[config.mk]
export PLATFORM = sky130hd
export DESIGN_NAME = link_delay_timer
export DESIGN_NICKNAME = d
export VERILOG_FILES = /design/src/rtl/ldt_pkg.sv /design/src/rtl/ldt_tx_gen.sv /design/src/rtl/ldt_mark_det.sv /design/src/rtl/ldt_timer.sv /design/src/rtl/link_delay_timer.sv
export SDC_FILE = /design/constraint.sdc
export NUM_CORES = 1
export LEC_CHECK = 0
export BUFFER_PORTS_ARGS = -buffer_cell sky130_fd_sc_hd__buf_2
export CAP_MARGIN = 40
export CORE_MARGIN = 1.5
export CORE_UTILIZATION = 59
export DETAILED_ROUTE_END_ITERATION = 7
export MAX_ROUTING_LAYER = met4
export PLACE_DENSITY = 0.81
export REMOVE_ABC_BUFFERS = 1
export SKIP_LAST_GASP = 1
export SLEW_MARGIN = 15
export SYNTH_ARGS = -nofsm -noshare
export SYNTH_HDL_FRONTEND = slang
export SYNTH_HIERARCHICAL = 1
export SYNTH_SLANG_ARGS = --single-unit
[constraint.sdc]
create_clock -name clk -period 8.15 [get_ports clk]
set_input_delay 0.815 -clock clk [delete_from_list [all_inputs] [get_ports clk]]
set_output_delay 0.815 -clock clk [all_outputs]
set_load 0.02 [all_outputs]
[src/rtl/ldt_pkg.sv]
package ldt_pkg;
  localparam int CHAR_W = 10;
  localparam int WORD_W = 2 * CHAR_W;

  // 8b/10b codes used by the pattern, written out as transmitted bit groups
  localparam logic [CHAR_W-1:0] COMMA_NEG   = 10'b0011111010;
  localparam logic [CHAR_W-1:0] FILL_POS    = 10'b1001000101;
  localparam logic [CHAR_W-1:0] MARK_NEG    = 10'b1110101000;
  localparam logic [CHAR_W-1:0] MARK_POS    = 10'b0001010111;
  localparam logic [CHAR_W-1:0] MARK_FOLLOW = 10'b1010101010;

  localparam logic [WORD_W-1:0] IDLE_WORD = {COMMA_NEG, FILL_POS};
  localparam logic [WORD_W-1:0] MARK_WORD = {MARK_NEG, MARK_FOLLOW};
endpackage

[src/rtl/ldt_tx_gen.sv]
module ldt_tx_gen
  import ldt_pkg::*;
(
  input  logic              clk,
  input  logic              rst_n,
  input  logic              start_req,
  input  logic              tx_ready,
  output logic [WORD_W-1:0] tx_data,
  output logic              tx_valid,
  output logic              launch,
  output logic              in_flight
);
  logic pending;  // request seen, marker not yet loaded
  logic armed;    // marker sits in the output register
  logic accept;

  assign accept    = tx_valid && tx_ready;
  assign launch    = accept && armed;
  assign in_flight = pending || armed;

  always_ff @(posedge clk) begin
    if (!rst_n) begin
      tx_valid <= 1'b0;
      tx_data  <= IDLE_WORD;
      pending  <= 1'b0;
      armed    <= 1'b0;
    end else begin
      tx_valid <= 1'b1;
      if (accept) begin
        tx_data <= pending ? MARK_WORD : IDLE_WORD;
        armed   <= pending;
        pending <= start_req;
      end else if (start_req) begin
        pending <= 1'b1;
      end
    end
  end

  p_tx_hold_r3: assert property (@(posedge clk) disable iff (!rst_n)
    (tx_valid && !tx_ready) |=> $stable(tx_data));

  p_single_launch_r2: assert property (@(posedge clk) disable iff (!rst_n)
    launch |=> !launch);
endmodule

[src/rtl/ldt_mark_det.sv]
module ldt_mark_det
  import ldt_pkg::*;
(
  input  logic [WORD_W-1:0] rx_data,
  input  logic              rx_valid,
  output logic              seen
);
  logic [CHAR_W-1:0] lead;

  assign lead = rx_data[WORD_W-1 -: CHAR_W];

  always_comb begin
    seen = 1'b0;
    if (rx_valid && (lead == MARK_NEG || lead == MARK_POS)) seen = 1'b1;
  end
endmodule

[src/rtl/ldt_timer.sv]
module ldt_timer
  import ldt_pkg::*;
#(
  parameter int CNT_W  = 18,
  parameter int SLIP_W = 5,
  localparam int RES_W = CNT_W + 5
) (
  input  logic              clk,
  input  logic              rst_n,
  input  logic              launch,
  input  logic              seen,
  input  logic [SLIP_W-1:0] slip,
  output logic              running,
  output logic              done,
  output logic              timeout,
  output logic [RES_W-1:0]  delay_bits
);
  localparam logic [CNT_W-1:0]  CNT_MAX  = '1;
  localparam logic [SLIP_W-1:0] SLIP_TOP = SLIP_W'(WORD_W - 1);

  logic [CNT_W-1:0]  cnt;
  logic [SLIP_W-1:0] slip_c;
  logic [RES_W-1:0]  total;

  always_comb begin
    slip_c = (slip > SLIP_TOP) ? SLIP_TOP : slip;
    total  = RES_W'(cnt) * RES_W'(WORD_W) + RES_W'(slip_c);
  end

  always_ff @(posedge clk) begin
    if (!rst_n) begin
      running    <= 1'b0;
      cnt        <= '0;
      done       <= 1'b0;
      timeout    <= 1'b0;
      delay_bits <= '0;
    end else begin
      done    <= 1'b0;
      timeout <= 1'b0;
      if (running) begin
        if (seen) begin
          done       <= 1'b1;
          delay_bits <= total;
          running    <= 1'b0;
        end else if (cnt == CNT_MAX) begin
          timeout <= 1'b1;
          running <= 1'b0;
        end else begin
          cnt <= cnt + 1'b1;
        end
      end else if (launch) begin
        running <= 1'b1;
        cnt     <= CNT_W'(1);
      end
    end
  end

  p_cnt_live_r9: assert property (@(posedge clk) disable iff (!rst_n)
    running |-> (cnt != '0));

  p_done_pulse_r5: assert property (@(posedge clk) disable iff (!rst_n)
    done |=> !done);

  p_end_excl_r9: assert property (@(posedge clk) disable iff (!rst_n)
    !(done && timeout));
endmodule

[src/rtl/link_delay_timer.sv]
module link_delay_timer
  import ldt_pkg::*;
#(
  parameter int CNT_W = 18,
  localparam int SLIP_W = 5,
  localparam int RES_W  = CNT_W + 5
) (
  input  logic              clk,
  input  logic              rst_n,
  input  logic              meas_req,
  output logic [WORD_W-1:0] tx_data,
  output logic              tx_valid,
  input  logic              tx_ready,
  input  logic [WORD_W-1:0] rx_data,
  input  logic              rx_valid,
  input  logic [SLIP_W-1:0] rx_slip,
  output logic              busy,
  output logic              done,
  output logic              timeout,
  output logic [RES_W-1:0]  delay_bits
);
  logic req_ok, launch, in_flight, seen, running;

  assign busy   = in_flight || running;
  assign req_ok = meas_req && !busy;

  ldt_tx_gen u_tx (
    .clk       (clk),
    .rst_n     (rst_n),
    .start_req (req_ok),
    .tx_ready  (tx_ready),
    .tx_data   (tx_data),
    .tx_valid  (tx_valid),
    .launch    (launch),
    .in_flight (in_flight)
  );

  ldt_mark_det u_det (
    .rx_data  (rx_data),
    .rx_valid (rx_valid),
    .seen     (seen)
  );

  ldt_timer #(.CNT_W(CNT_W), .SLIP_W(SLIP_W)) u_tmr (
    .clk        (clk),
    .rst_n      (rst_n),
    .launch     (launch),
    .seen       (seen && running),
    .slip       (rx_slip),
    .running    (running),
    .done       (done),
    .timeout    (timeout),
    .delay_bits (delay_bits)
  );

  p_busy_end_r4: assert property (@(posedge clk) disable iff (!rst_n)
    $fell(busy) |-> (done || timeout));

  p_busy_rise_r4: assert property (@(posedge clk) disable iff (!rst_n)
    req_ok |=> busy);
endmodule

Word level (Yosys, flattened, before mapping)
Cells that the tools add are included.
- register bits after elaboration: 67
- input bits: 30
- logic and storage cells: 51
- output and inout port bits: 47
- multiply operators: 1
- reduce and logical (&&, ||, !) cells: 15
- bitwise logic cells: 2
- mux-type cells: 16
- equality and inequality tests: 5
- magnitude comparators: 1
- $add $sub $neg: 2
- operators by type and width (cell ; count):
    18-bit 2-to-1 mux ; 4
    23-bit by 5-bit adder with 23-bit output ; 1
    18-bit by 3-bit multiplier with 21-bit output (second input constant) ; 1
    20-bit 2-to-1 mux ; 1
    18-bit by 1-bit adder with 18-bit output (second input constant) ; 1
    18-bit == test (second input constant) ; 1
    10-bit == test (second input constant) ; 1
    10-bit by 7-bit == test with 1-bit output (second input constant) ; 1
    1-bit 2-to-1 mux ; 10
    5-bit greater-than comparator (second input constant) ; 1
    1-bit logical AND ; 5
    5-bit 2-to-1 mux ; 1
    2-bit != test (second input constant) ; 2
    2-bit AND reduction ; 2
    2-bit nonzero test ; 2
    1-bit logical OR ; 3
    3-bit AND reduction ; 1
    3-bit OR reduction ; 1
    1-bit NOT ; 2
    1-bit logical NOT ; 1

Depth between registers and ports, before layout
Gate-level depths: netlist (run 1).
- depth in word-level cells: 7
- gate-level depth with buffers: 12
- gate-level depth less buffers: 11

By module
The synthesis (run 1) kept the hierarchy.
- by module, submodules not included (module ; area an instance (µm²) ; cells each ; times used):
    ldt_timer ; 3372.0 ; 401 ; 1
    ldt_tx_gen ; 290.3 ; 36 ; 1
    ldt_mark_det ; 62.6 ; 8 ; 1
    link_delay_timer ; 21.3 ; 3 ; 1

Least setup slack after synthesis (run 1)
OpenSTA, ideal clock, no wires.
- path type: input to register
- from: input port rx_slip[2]
- to: register u_tmr.delay_bits[20]
- cell stages on the path: 11
- path slack: 4.925 ns
- setup time: 0.124 ns
- arrival time: 3.102 ns
- path through: nor2b_1 ha_1 inv_1 fa_1 nor2b_1 o2111ai_1 nor3_1 o311ai_2 nor4_2 mux2i_1 nand3_1
- word-level cells in the longest chain between the ends: 3
- RTL lines (item ; line ; RTL):
    from (decl) ; link_delay_timer.sv:16 ; input logic [SLIP_W-1:0] rx_slip,
    5-bit greater-than comparator ; ldt_timer.sv:26 ; slip_c = (slip > SLIP_TOP) ? SLIP_TOP : slip;
    5-bit 2-to-1 mux * ; ldt_timer.sv:26 ;
    23-bit by 5-bit adder with 23-bit output * ; ldt_timer.sv:27 ; total = RES_W'(cnt) * RES_W'(WORD_W) + RES_W'(slip_c);
    to (signal assigned) ; ldt_timer.sv:43 ; delay_bits <= total;
    to (decl) ; ldt_timer.sv:16 ; output logic [RES_W-1:0] delay_bits
Every way passes the cells marked *; elsewhere a longest branch is shown, timed or not.
A chain may end at the register's enable or synchronous reset.

Final worst setup path (run 1)
- from: register u_tmr.cnt[3]
- to: register u_tmr.delay_bits[20]
- word-level cells in the longest chain between the ends: 2
- RTL lines (item ; line ; RTL):
    from (decl) ; ldt_timer.sv:21 ; logic [CNT_W-1:0] cnt;
    from (signal assigned) ; ldt_timer.sv:49 ; cnt <= cnt + 1'b1;
    18-bit by 3-bit multiplier with 21-bit output ; ldt_timer.sv:27 ;
    23-bit by 5-bit adder with 23-bit output ; ldt_timer.sv:27 ;
No other way between the ends.

==> results of run 1 <==
## metrics by stage
step	instances	total power (uW)	instance area [um2]
2_1_floorplan	423	259.3	3577
3_3_place_gp	557	271.1	3969
3_5_place_dp	557	271.9	3969
4_1_cts	565	450.7	4084
5_1_grt	565	463.2	4084
6_report	565	445.0	4084
## layout by cell type (no fill, tap or decap), types with 10 or more instances in the layout
master / Yosys / layout
xnor2_1: 17 / 17
nand2_1: 41 / 41
dfxtp_1: 48 / 48
inv_1: 13 / 13
ha_1: 36 / 36
a21oi_1: 32 / 32
a211oi_1: 15 / 15
o21ai_0: 25 / 25
nand4_1: 10 / 10
xor2_1: 13 / 13
buf_2: 3 / 58
nand3_1: 18 / 18
nor2_1: 42 / 42
## state kept, by name (all words and copies together) (netlist names)
| register | cells |
|---|---|
| u_tmr/done | 1 |
| u_tmr/timeout | 1 |
| u_tmr/delay_bits | 23 |
| u_tmr/running | 1 |
| u_tx/tx_data | 2 |
| u_tx/pending | 1 |
| u_tx/tx_valid | 1 |
| u_tmr/cnt | 18 |
## power groups by stage
| stage | Combinational (uW) | Sequential [uW] | Clock (uW) |
|---|---|---|---|
| global placement | 28.3 | 243 | 0 |
| floorplan | 13.0 | 246 | 0 |
| global route | 32.3 | 238 | 193 |
| finish | 29.1 | 237 | 178 |
| detailed placement | 28.9 | 243 | 0 |
| CTS | 29.0 | 237 | 184 |
## path summary, 6_finish.rpt
| path | slack (ps) | cells after the start | end |
|---|---|---|---|
| setup reg to reg | 4550 | 11 | u_tmr/delay_bits[20] |
| hold reg to reg | 460 | 2 | u_tmr/delay_bits[2] |
| hold / removal | 460 | 2 | u_tmr/delay_bits[2] |
| setup / recovery | 4550 | 11 | u_tmr/delay_bits[20] |
## cell type report
cell class              instances  share of cell area
inverters                      14             0.01287
flip-flops and latches         48              0.2353
clock buffers                   5             0.01685
repair buffers                 59             0.07292
well taps                      75             0.02298
clock inverters                 3             0.01134
multi-input cells             361              0.6278
## per-layer routing
| layer | wire length (um) | track usage | up-vias |
|---|---|---|---|
| li1 | - | - | 1687 |
| met1 | 3784 | 0.3093 | 1538 |
| met2 | 3568 | 0.3821 | 87 |
| met3 | 324 | 0.03626 | 5 |
| met4 | 80 | 0.06000 | 0 |
| met5 | 0 | - | - |
## critical path, cell delays in order (launching register included)
cell	delay, ps
dfxtp_1	440
ha_1	280
ha_1	260
fa_1	440
a21oi_1	310
o21ai_0	160
nor2b_1	200
a2111oi_4	380
o311ai_2	220
nor4_2	500
mux2i_1	250
nand3_1	80
## cells by family (layout without fill, tap and decap cells)
family | Yosys count | count (layout) | share of synthesized area
buf+inv | 45 | 81 | 0.06513
fa+ha+maj | 38 | 38 | 0.1309
xor+xnor | 30 | 30 | 0.07014
other cells | 2 | 8 | 0.002005
mux | 1 | 1 | 0.002672
flops | 48 | 48 | 0.2565
compound gates | 112 | 112 | 0.2285
simple gates | 172 | 172 | 0.2442
==> results.md, run 1 <==
Job:
- The max-capacitance violation count is 0.

Yosys:
- The area share of the largest cell type after synthesis is 0.2565.
- The most common cell in the synthesized netlist is dfxtp_1.
- The post-synthesis sequential element count is 48.
- Sorting the synthesized cells by how often they occur yields dfxtp_1, nor2_1, nand2_1, ha_1, a21oi_1.
- The synthesized netlist contains 73 unique library cells.
- The average footprint of a synthesized cell is 8.362 um2.
- By area the synthesized netlist is led by dfxtp_1, ha_1, a21oi_1, nor2_1, nand2_1.
- The mapped netlist covers 3746 um2.
- Of the synthesized area, sequential elements account for 0.2565.
- The largest total area in the synthesized netlist belongs to dfxtp_1.
- In the synthesized netlist the dominant register cell turns out to be dfxtp_1.
- The synthesized design contains 0 enable-type register cells.
- The fraction of synthesis flops using an asynchronous set or reset pin is 0.
- The gate count of the mapped netlist is 448.
- The Yosys warning count is 6.

Finish:
- Summing all multi-input logic gate instances after layout gives 2564 um2.
- The filler cells instantiated in the layout total 520.
- In the final design database the tool counted 557 nets.
- The layout cell share with drive strength beyond 1 is 0.2061.
- At the end of the flow the core is filled with cells to 0.6777.
- The combined flip-flop and latch cell area is 960.9 um2.
- The area growth from synthesis to final layout is 9.018%.
- The number of diodes added for antenna fixing is 0.

Clocking:
- For this design, the sink count on the clock tree is 48.
- Clock-pin slew was measured on the worst setup and hold paths at 90 ps.
- In this run, post-CTS repair resized a total of 0 instances.
- Buffers inserted to repair hold after CTS numbered 0.
- The buffers inserted during post-CTS setup optimization is 0.
- The level count of the clock H-tree is 2.
- The total CTS buffers is 5.
- The TritonCTS clock tree is built.
- The longest clock path from root to sink contains 2 buffers.
- The CTS root buffer is clkbuf_8.
- The clock latency at the later pin of the worst-skew pair is 310 ps.

Power:
- The share of total power in combinational logic is 0.065.
- The fraction of power spent switching nets is 0.2406.
- The cell leakage power is 0.001848 uW.
- Dividing total power by cell area gives a power density of 109.0 nW/um2.
- The share of total power dissipated in the clock network is 0.401.
- The maximum ir drop on the vdd rail is 0.00007100 V.
- The switching power is 107.1 uW.
- The internal cell power is 337.9 uW.
- The part of the power in registers is 0.534.

STA:
- The total setup violations reported at the end of the flow is 0.
- Hold is met by 463.4 ps.
- At the pin with the least slew margin, the transition time is 723.3 ps.
- The final setup TNS is 0 ps.
- The clock skew is 4.170 ps.
- Derived from the worst setup path, the maximum achievable clock frequency is 277.8 MHz.
- The count of endpoints failing hold in the final timing report is 0.
- In the finished design, the share of the clock period the worst path needs comes to 0.4417.
- Setup repair after global routing left no endpoint under its margin.
- The number of max-slew violations in the final report is 0.
- The minimum period implied by the final worst setup slack is 3600 ps.
- The least setup slack across all paths after layout is 4550 ps.
- Headroom to the max-slew limit came out at 0.5173.

GRT:
- The initial antenna violation count was 0.
- After global routing the overflow that remains totals 0.
- For this run, the total global-route usage over all layers was measured as 0.2367.
- The via count of the first global-routing pass came to 2,722.
- Entering global routing, the biggest net connects 32 pins.
- The wire length of the first global-routing pass is 12,230 um.

Drt:
- Before antenna repair, the detailed router went through 5 iterations.
- The wire length per cell after detailed routing is 13.73 um.
- For this block, the via count after detailed routing is 3,317.
- The first routing iteration left 226 violations.
- The post-detailed-routing wire length is 7759 um.
- Once detail routing completed, the nets flagged for antenna violations numbered 0.
- The DRC violations left is 0.
- Dividing the detail-routed via count by the number of cells gives 5.871.

Placed design:
- The count of buffers from port buffering is 58.
- The post-placement worst setup slack is 4327 ps.
- Detailed placement finished with a half-perimeter wire length of 6014 um.
- The weighted congestion at the end of routability-driven global placement is 0.9146.

Setup path:
- The data required time at the worst endpoint is 8350 ps.
- The critical path starts at u_tmr/cnt[3].
- By startpoint and endpoint, the worst setup path is classified as reg2reg.
- The data arrival time of the critical path is 3800 ps.
- The endpoint class of the critical path is a flop.
- In this run the critical register-to-register path is launched from u_tmr/cnt[3].
- The largest fanout of any net on the critical path is 6.
- The worst setup path is launched from a flop.

Floorplan:
- The die height is 82.68 um.
- The die is 82.68 um wide.
- The initial cell density of the core is 0.6217.
- In this run the count of I/O pins placed on the die edge is 77.
- The floorplan step defined a die boundary enclosing 6836 um2.
- The row count is 28.
- In this run the standard cell core region covers 6026 um2.

Run status:
- The run finished with clean final reports.

Worst hold path:
- The start point of the worst hold path is u_tmr/delay_bits[2].
- The min-delay analysis places its worst path in the category reg2reg.
No activity file was read; power rests on OpenSTA's default activity.
==> run 2, diff against run 1 <==
- CORE_UTILIZATION: 59 -> 56
- PLACE_DENSITY: 0.81 -> 0.77
- clock period: 8.15 -> 3.7 ns (I/O delays scaled with it)
==> run 2 against run 1 <==
  * The flow now finishes with violations (design-rule violations)
  * Global-route usage decreased by 0.11 points
  * Die area increased by 5.2%
  * Register-to-register slack got worse by 4300 ps
  * Combinational power increased by 120%
  * Core utilization decreased by 3.8 points
  * Sequential share of layout area decreased by 0.15 points
  * Critical path depth unchanged
  * Sequential power increased by 120%
==> results.md, run 2 (synthesis results as in run 1) <==
Run status:
- The run finished, with violations left.
- The checks that failed: design-rule violations.

STA:
- The total setup violations reported at the end of the flow is 0 (unchanged).
- The highest attainable clock frequency is 290.1 MHz (+4.4%).
- The minimum period implied by the final worst setup slack is 3447 ps (-153.1 ps).
- The clock skew is 14.95 ps (+10.78 ps).
- The number of max-slew violations in the final report is 0 (unchanged).
- The least setup slack across all paths after layout is 253.1 ps (-4297 ps).
- The slew at the pin closest to its max-slew limit is 736.3 ps (+12.99 ps).
- The final hold slack was 325.4 ps (-138.0 ps).
- Setup repair after global routing left no endpoint under its margin.
- The count of endpoints failing hold in the final timing report is 0 (unchanged).
- The headroom to the max-slew limit is 0.5086 (-0.008667).
- The ratio of final minimum period to clock period is 0.9316 (+0.4899).
- The final setup TNS is 0 ps (unchanged).

GRT:
- The global router's overall resource usage was 0.2356 (-0.001113).
- The initial antenna violation count is 0 (unchanged).
- The sum of overflow across all layers after global routing was 0 (unchanged).
- The wire length of the first global-routing pass is 13,600 um (+11%).
- The via count of the first global-routing pass is 3,069 (+13%).
- The pin count of the biggest net entering global routing is 32 (unchanged).

Clocking:
- The buffers inserted during post-CTS setup optimization is 0 (unchanged).
- The TritonCTS sink count is 48 (unchanged).
- The total CTS buffers came to 5 (unchanged).
- The level count of the clock H-tree is 2 (unchanged).
- The clock latency at the later pin of the worst-skew pair is 310 ps (about the same).
- The register clock-pin slew on the reported worst setup and hold paths is 90 ps (about the same).
- The CTS root buffer is clkbuf_8.
- The count of hold buffers inserted by post-cts repair was 0 (unchanged).
- The maximum number of buffers from clock root to sink was 2 (unchanged).
- TritonCTS built the clock tree.
- The number of gates given a new drive strength after cts is 0 (unchanged).

Drt:
- The violation count after the first detailed-routing iteration came to 238 (+5.3%).
- The post-detailed-routing wire length came to 8113 um (+4.6%).
- The wire length per cell after detailed routing was 14.23 um (+3.6%).
- The total via count after detailed routing is 3,360 (+1.3%).
- The DRC violations left is 10 (+10).
- The number of iterations in the first detailed-routing pass is 7 (+2).
- The average via count per standard cell is 5.895 (+0.41%).
- The number of antenna-violating nets in the routed design is 0 (unchanged).

Finish:
- The number of diodes added for antenna fixing came to 0 (unchanged).
- The flip-flop count of the largest register after layout came to 23 (unchanged).
- The area growth from synthesis to layout is 9.719%.
- The most frequent standard cell in the layout excluding fill and tap cells is buf_2.
- The combined flip-flop and latch cell area is 960.9 um2 (unchanged).
- The number of nets in the layout came to 560 (+0.54%).
- Leaving out fill and tap cells, the most frequent cells in the layout are buf_2, dfxtp_1, nor2_1.
- The area of combinational cells with multiple inputs is 2572 um2 (+0.34%).
- The register name with the most flops is u_tmr/delay_bits.
- The layout cell share with drive strength beyond 1 is 0.2089 (+0.002803).
- The number of filler instances in the final layout came to 582 (+12%).
- In the final layout, the registers with the most flip-flops are u_tmr/delay_bits x23, u_tmr/cnt x18, u_tx/tx_data x2.
- The final standard cell area without fillers is 4110 um2 (+0.64%).

Worst hold path:
- The start point of the worst hold path is rx_slip[0].
- The worst hold path belongs to the class in2reg.

Placed design:
- The count of buffers from port buffering was 58 (unchanged).
- The placement-stage cell area is 3994 um2 (+0.63%).
- The post-placement worst setup slack is 220.9 ps (-4106 ps).
- The sum of net half-perimeters after detailed placement is 6191 um (+2.9%).
- The weighted congestion at the end of routability-driven global placement is 0.9342 (+2.1%).

Setup path:
- The data arrival time of the critical path is 3660 ps (-140 ps).
- The beginning of the worst register-to-register path is u_tmr/cnt[3].
- The critical path starts at u_tmr/cnt[3].
- The endpoint class of the critical path is a flop.
- The worst setup path is of the reg2reg kind.
- The startpoint class of the critical path is a flop.
- The data required time at the worst endpoint is 3910 ps (-4440 ps).
- The largest fanout of any net on the critical path is 6 (unchanged).

Floorplan:
- The overall die width is 84.79 um (+2.6%).
- The area inside the core boundary is 6422 um2 (+6.6%).
- The initial cell density of the core is 0.5833 (-0.03839).
- The row count is 29 (+3.6%).
- The number of top-level pins is 77 (unchanged).
- The die height is 84.79 um (+2.6%).
- The area of the die was 7189 um2 (+5.2%).

Power:
- The total design power is 974.0 uW (+120%).
- The maximum ir drop on the vdd rail is 0.0001157 V (+63%).
- The cell leakage power is 0.001882 uW (+1.8%).
- The areal power density over the cells is 237.0 nW/um2 (+120%).

Job:
- The max-capacitance violation count came to 0 (unchanged).
==> run 2: cell types whose count changed in the layout (fill, tap and decap cells not counted), sizes merged <==
cell / delta
buf: +3
clkbuf: +1
inv: -1
clkinvlp: -1
clkinv: +1
==> run 2: worst max-delay path: stages, from the launching register on <==
cell	delay [ps]
dfxtp_1	430
ha_1	270
ha_1	250
fa_1	450
a21oi_1	280
o211ai_1	190
a211oi_1	340
o21bai_2	130
xnor2_1	230
nor4_1	390
a211oi_1	130
a311oi_1	270
==> run 2: cell type report <==
type,instances,area share
Clock buffer,6,0.01766
Timing Repair Buffer,62,0.07793
Inverter,14,0.01279
Sequential cell,48,0.2338
Multi-Input combinational cell,361,0.6259
Clock inverter,2,0.008524
Tap cell,77,0.02344
==> run 2: power by group <==
part | switching, uW | leakage [uW] | internal, uW | total (uW)
Sequential | 3.39 | 0.000387 | 519 | 523
Clock | 185 | 0.0000552 | 201 | 386
Combinational | 43.7 | 0.00144 | 21.4 | 65.0
Total | 232 | 0.00188 | 742 | 974
==> run 2: per-layer routing <==
metal	track usage	wire [um]	up-vias
met2	0.3964	3758	116
met5	-	0	-
met3	0.04130	458	8
met1	0.2897	3828	1548
li1	-	-	1688
met4	0.06706	68	0
==> run 2: path summary, 6_finish.rpt <==
kind,endpoint,slack (ps),cells after the start
hold / removal,u_tmr/delay_bits[0],330,2
setup reg to reg,u_tmr/delay_bits[21],250,11
hold reg to reg,u_tmr/delay_bits[14],450,2
setup / recovery,u_tmr/delay_bits[21],250,11
==> run 2: stage by stage <==
step / std cells / utilization
4_1_cts: 570 / 0.6386
6_report: 570 / 0.6400
3_5_place_dp: 562 / 0.6219
5_1_grt: 570 / 0.6400
3_3_place_gp: 562 / 0.6219
2_1_floorplan: 423 / -
==> run 3, diff against run 2 <==
==> constraint.sdc (replaced) <==
create_clock -name clk -period 3.7 [get_ports clk]
set_input_delay 0.185 -clock clk [delete_from_list [all_inputs] [get_ports clk]]
set_output_delay 0.185 -clock clk [all_outputs]
set_load 0.02 [all_outputs]
==> run 3 against run 2 <==
  * The flow still finishes with violations (design-rule violations)
  * First-iteration DRC count rose by 5.9%
  * Clock power is 1% higher
  * Global-route usage about the same
  * Critical endpoint unchanged
  * Combinational power shrank 0.8%
  * Via count is 0.60% lower
  * Hold slack got worse by 190 ps
  * Sequential power about the same
==> results.md, run 3 (synthesis results as in run 1) <==
Clocking:
- The register clock-pin slew on the reported worst setup and hold paths is 90 ps (about the same).
- TritonCTS built the clock tree.
- The total CTS buffers was 5 (unchanged).
- The tree is rooted in a clkbuf_8.
- The buffers inserted during post-CTS setup optimization was 0 (unchanged).
- The maximum number of buffers from clock root to sink is 2 (unchanged).
- The clock latency at the later pin of the worst-skew pair was 300 ps (about the same).
- The count of hold buffers inserted by post-cts repair was 0 (unchanged).
- The TritonCTS sink count is 48 (unchanged).
- The level count of the clock H-tree is 2 (unchanged).

GRT:
- The sum of overflow across all layers after global routing is 0 (unchanged).
- The pin count of the biggest net entering global routing is 24 (-25%).
- The initial antenna violation count is 0 (unchanged).
- The global router's overall resource usage is 0.2359 (+0.0002999).
- The wire length of the first global-routing pass came to 13,600 um (unchanged).
- The via count of the first global-routing pass came to 2,997 (-2.3%).

Floorplan:
- The number of top-level pins is 77 (unchanged).
- The die height is 84.79 um (unchanged).
- The area of the die is 7189 um2 (unchanged).
- The area inside the core boundary is 6422 um2 (unchanged).
- The overall die width is 84.79 um (unchanged).
- The initial cell density of the core is 0.5833 (unchanged).
- The row count was 29 (unchanged).

Finish:
- In the final layout, the registers with the most flip-flops are u_tmr/delay_bits x23, u_tmr/cnt x18, u_tx/tx_data x2.
- The number of nets in the layout is 560 (unchanged).
- The layout cell share with drive strength beyond 1 was 0.2150 (+0.006085).
- The number of filler instances in the final layout is 579 (-0.52%).
- The library cells used most frequently in the layout, excluding fill and tap cells, are buf_2, dfxtp_1, nor2_1.
- The flip-flop count of the largest register after layout is 23 (unchanged).
- The library cell used most frequently in the layout, excluding fill and tap cells, is buf_2.
- The register name with the most flops is u_tmr/delay_bits.
- The area growth from synthesis to final layout is 10.22%.
- The number of diodes added for antenna fixing is 0 (unchanged).

Placed design:
- The weighted congestion at the end of routability-driven global placement is 0.9319 (-0.25%).
- The sum of net half-perimeters after detailed placement is 6104 um (-1.4%).
- The count of buffers from port buffering is 58 (unchanged).

Power:
- The maximum ir drop on the vdd rail was 0.0001309 V (+13%).
- The areal power density over the cells is 237.1 nW/um2 (about the same).
- The cell leakage power was 0.001882 uW (about the same).
- The total design power came to 978.8 uW (+0.50%).

Setup path:
- The critical path is of the reg2reg type.
- The data required time at the worst endpoint was 3870 ps (-40 ps).
- In this run the worst setup path terminates at u_tmr/delay_bits[21].
- The endpoint class of the critical path is a flop.
- The reg2reg setup slack is 190 ps (-70 ps).
- The worst register-to-register path begins at u_tmr/cnt[3].
- The data arrival time of the critical path was 3680 ps (+20 ps).
- The depth of the worst register-to-register path is 11 (unchanged).
- The timing startpoint of the critical path is u_tmr/cnt[3].
- The largest fanout of any net on the critical path was 6 (unchanged).
- The startpoint class of the critical path is a flop.
- In this run the critical register-to-register path is captured at u_tmr/delay_bits[21].

Worst hold path:
- The depth of the worst hold-timing path came to 2 (unchanged).
- The tightest min-delay check is of the in2reg type.
- The worst hold path begins at rx_slip[0].

Drt:
- The average via count per standard cell is 5.860 (-0.60%).
- The DRC violations left is 10 (unchanged).
- The number of iterations in the first detailed-routing pass came to 7 (unchanged).
- The wire length per cell after detailed routing is 14.05 um (-1.3%).
- The violation count after the first detailed-routing iteration is 252 (+5.9%).
- The post-detailed-routing wire length is 8009 um (-1.3%).
- The total via count after detailed routing is 3,340 (-0.60%).
- The number of antenna-violating nets in the routed design is 0 (unchanged).

Run status:
- The checks that failed: design-rule violations.
- The flow ran to the end, but the final reports show violations.

STA:
- The headroom to the max-slew limit is 0.5051 (-0.003542).
- The minimum period implied by the final worst setup slack is 3513 ps (+66.42 ps).
- The total setup violations reported at the end of the flow was 0 (unchanged).
- The highest attainable clock frequency came to 284.6 MHz (-1.9%).
- The clock skew is 4.851 ps (-10.10 ps).
- The ratio of final minimum period to clock period is 0.9496 (+0.01795).
- The count of endpoints failing hold in the final timing report is 0 (unchanged).
- The number of max-slew violations in the final report is 0 (unchanged).
- The slew at the pin closest to its max-slew limit is 739.9 ps (+3.615 ps).
- The final setup TNS is 0 ps (unchanged).
- Setup repair after global routing left no endpoint under its margin.

Job:
- The max-capacitance violation count came to 0 (unchanged).
-- run 3: changes by cell type in the layout (fill, tap and decap cells not counted), sizes merged --
| cell | before | now |
|---|---|---|
| clkbuf | 6 | 5 |
| clkinv | 1 | 0 |
| clkinvlp | 0 | 1 |
| inv | 14 | 15 |
-- run 3: power breakdown --
group | internal, uW | switching [uW] | total [uW] | leakage, uW
logic | 21.2 | 43.3 | 64.5 | 0.00144
clock network | 204 | 188 | 391 | 0.0000548
registers | 519 | 3.42 | 523 | 0.000387
total | 744 | 234 | 979 | 0.00188
-- run 3: worst min-delay path by stage --
stage          slack (ps)                    to
3_5_place_dp          450  u_tmr/delay_bits[14]
6_report              140   u_tmr/delay_bits[0]
3_3_place_gp          440   u_tmr/delay_bits[4]
4_1_cts               130   u_tmr/delay_bits[0]
5_1_grt               130   u_tmr/delay_bits[0]
2_1_floorplan         210         u_tx/tx_valid
-- run 3: per-stage QoR --
| stage | area [um2] | hold WS [ps] | setup slack (ps) | std cells | utilization |
|---|---|---|---|---|---|
| global placement | 3994 | 439.4 | 281.8 | 562 | 0.6219 |
| floorplan | 3577 | 212.7 | 600.2 | 423 | - |
| finish | 4129 | 139.0 | 186.7 | 570 | 0.6429 |
| CTS | 4109 | 129.8 | 167.4 | 570 | 0.6398 |
| global route | 4129 | 128.8 | 22.59 | 570 | 0.6429 |
| detailed placement | 3994 | 445.6 | 186.9 | 562 | 0.6219 |
-- run 3: layout make-up --
type                    count  area [um2]  share of cell area
flip-flops and latches     48       960.9              0.2327
clock buffers               5       68.82             0.01667
well taps                  77       96.34             0.02333
inverters                  14       52.55             0.01273
repair buffers             62       320.3             0.07758
multi-input cells         361        2584              0.6258
clock inverters             3       46.29             0.01121
-- run 3: critical path: stages (launching register included) --
cell and delay (ps):
dfxtp_1 440, ha_1 280, ha_1 250, fa_1 450
a21oi_1 290, o211ai_1 190, a211oi_1 330, o21bai_2 130
xnor2_1 510, nor4_2 130, a211oi_1 290, a311oi_1 90
-- run 3: metal layers --
metal,global-route usage,up-vias,part of all wire
met3,0.03638,10,0.045
met1,0.3022,1545,0.47
met4,0.06110,0,0.014
li1,-,1697,-
met2,0.3891,88,0.47
met5,-,-,0
-- run 3: timing repair --
action                                 4_1_cts  5_1_grt
setup endpoints to repair                    0        3
resized for setup                            0        3
endpoints found under the hold margin        0        0
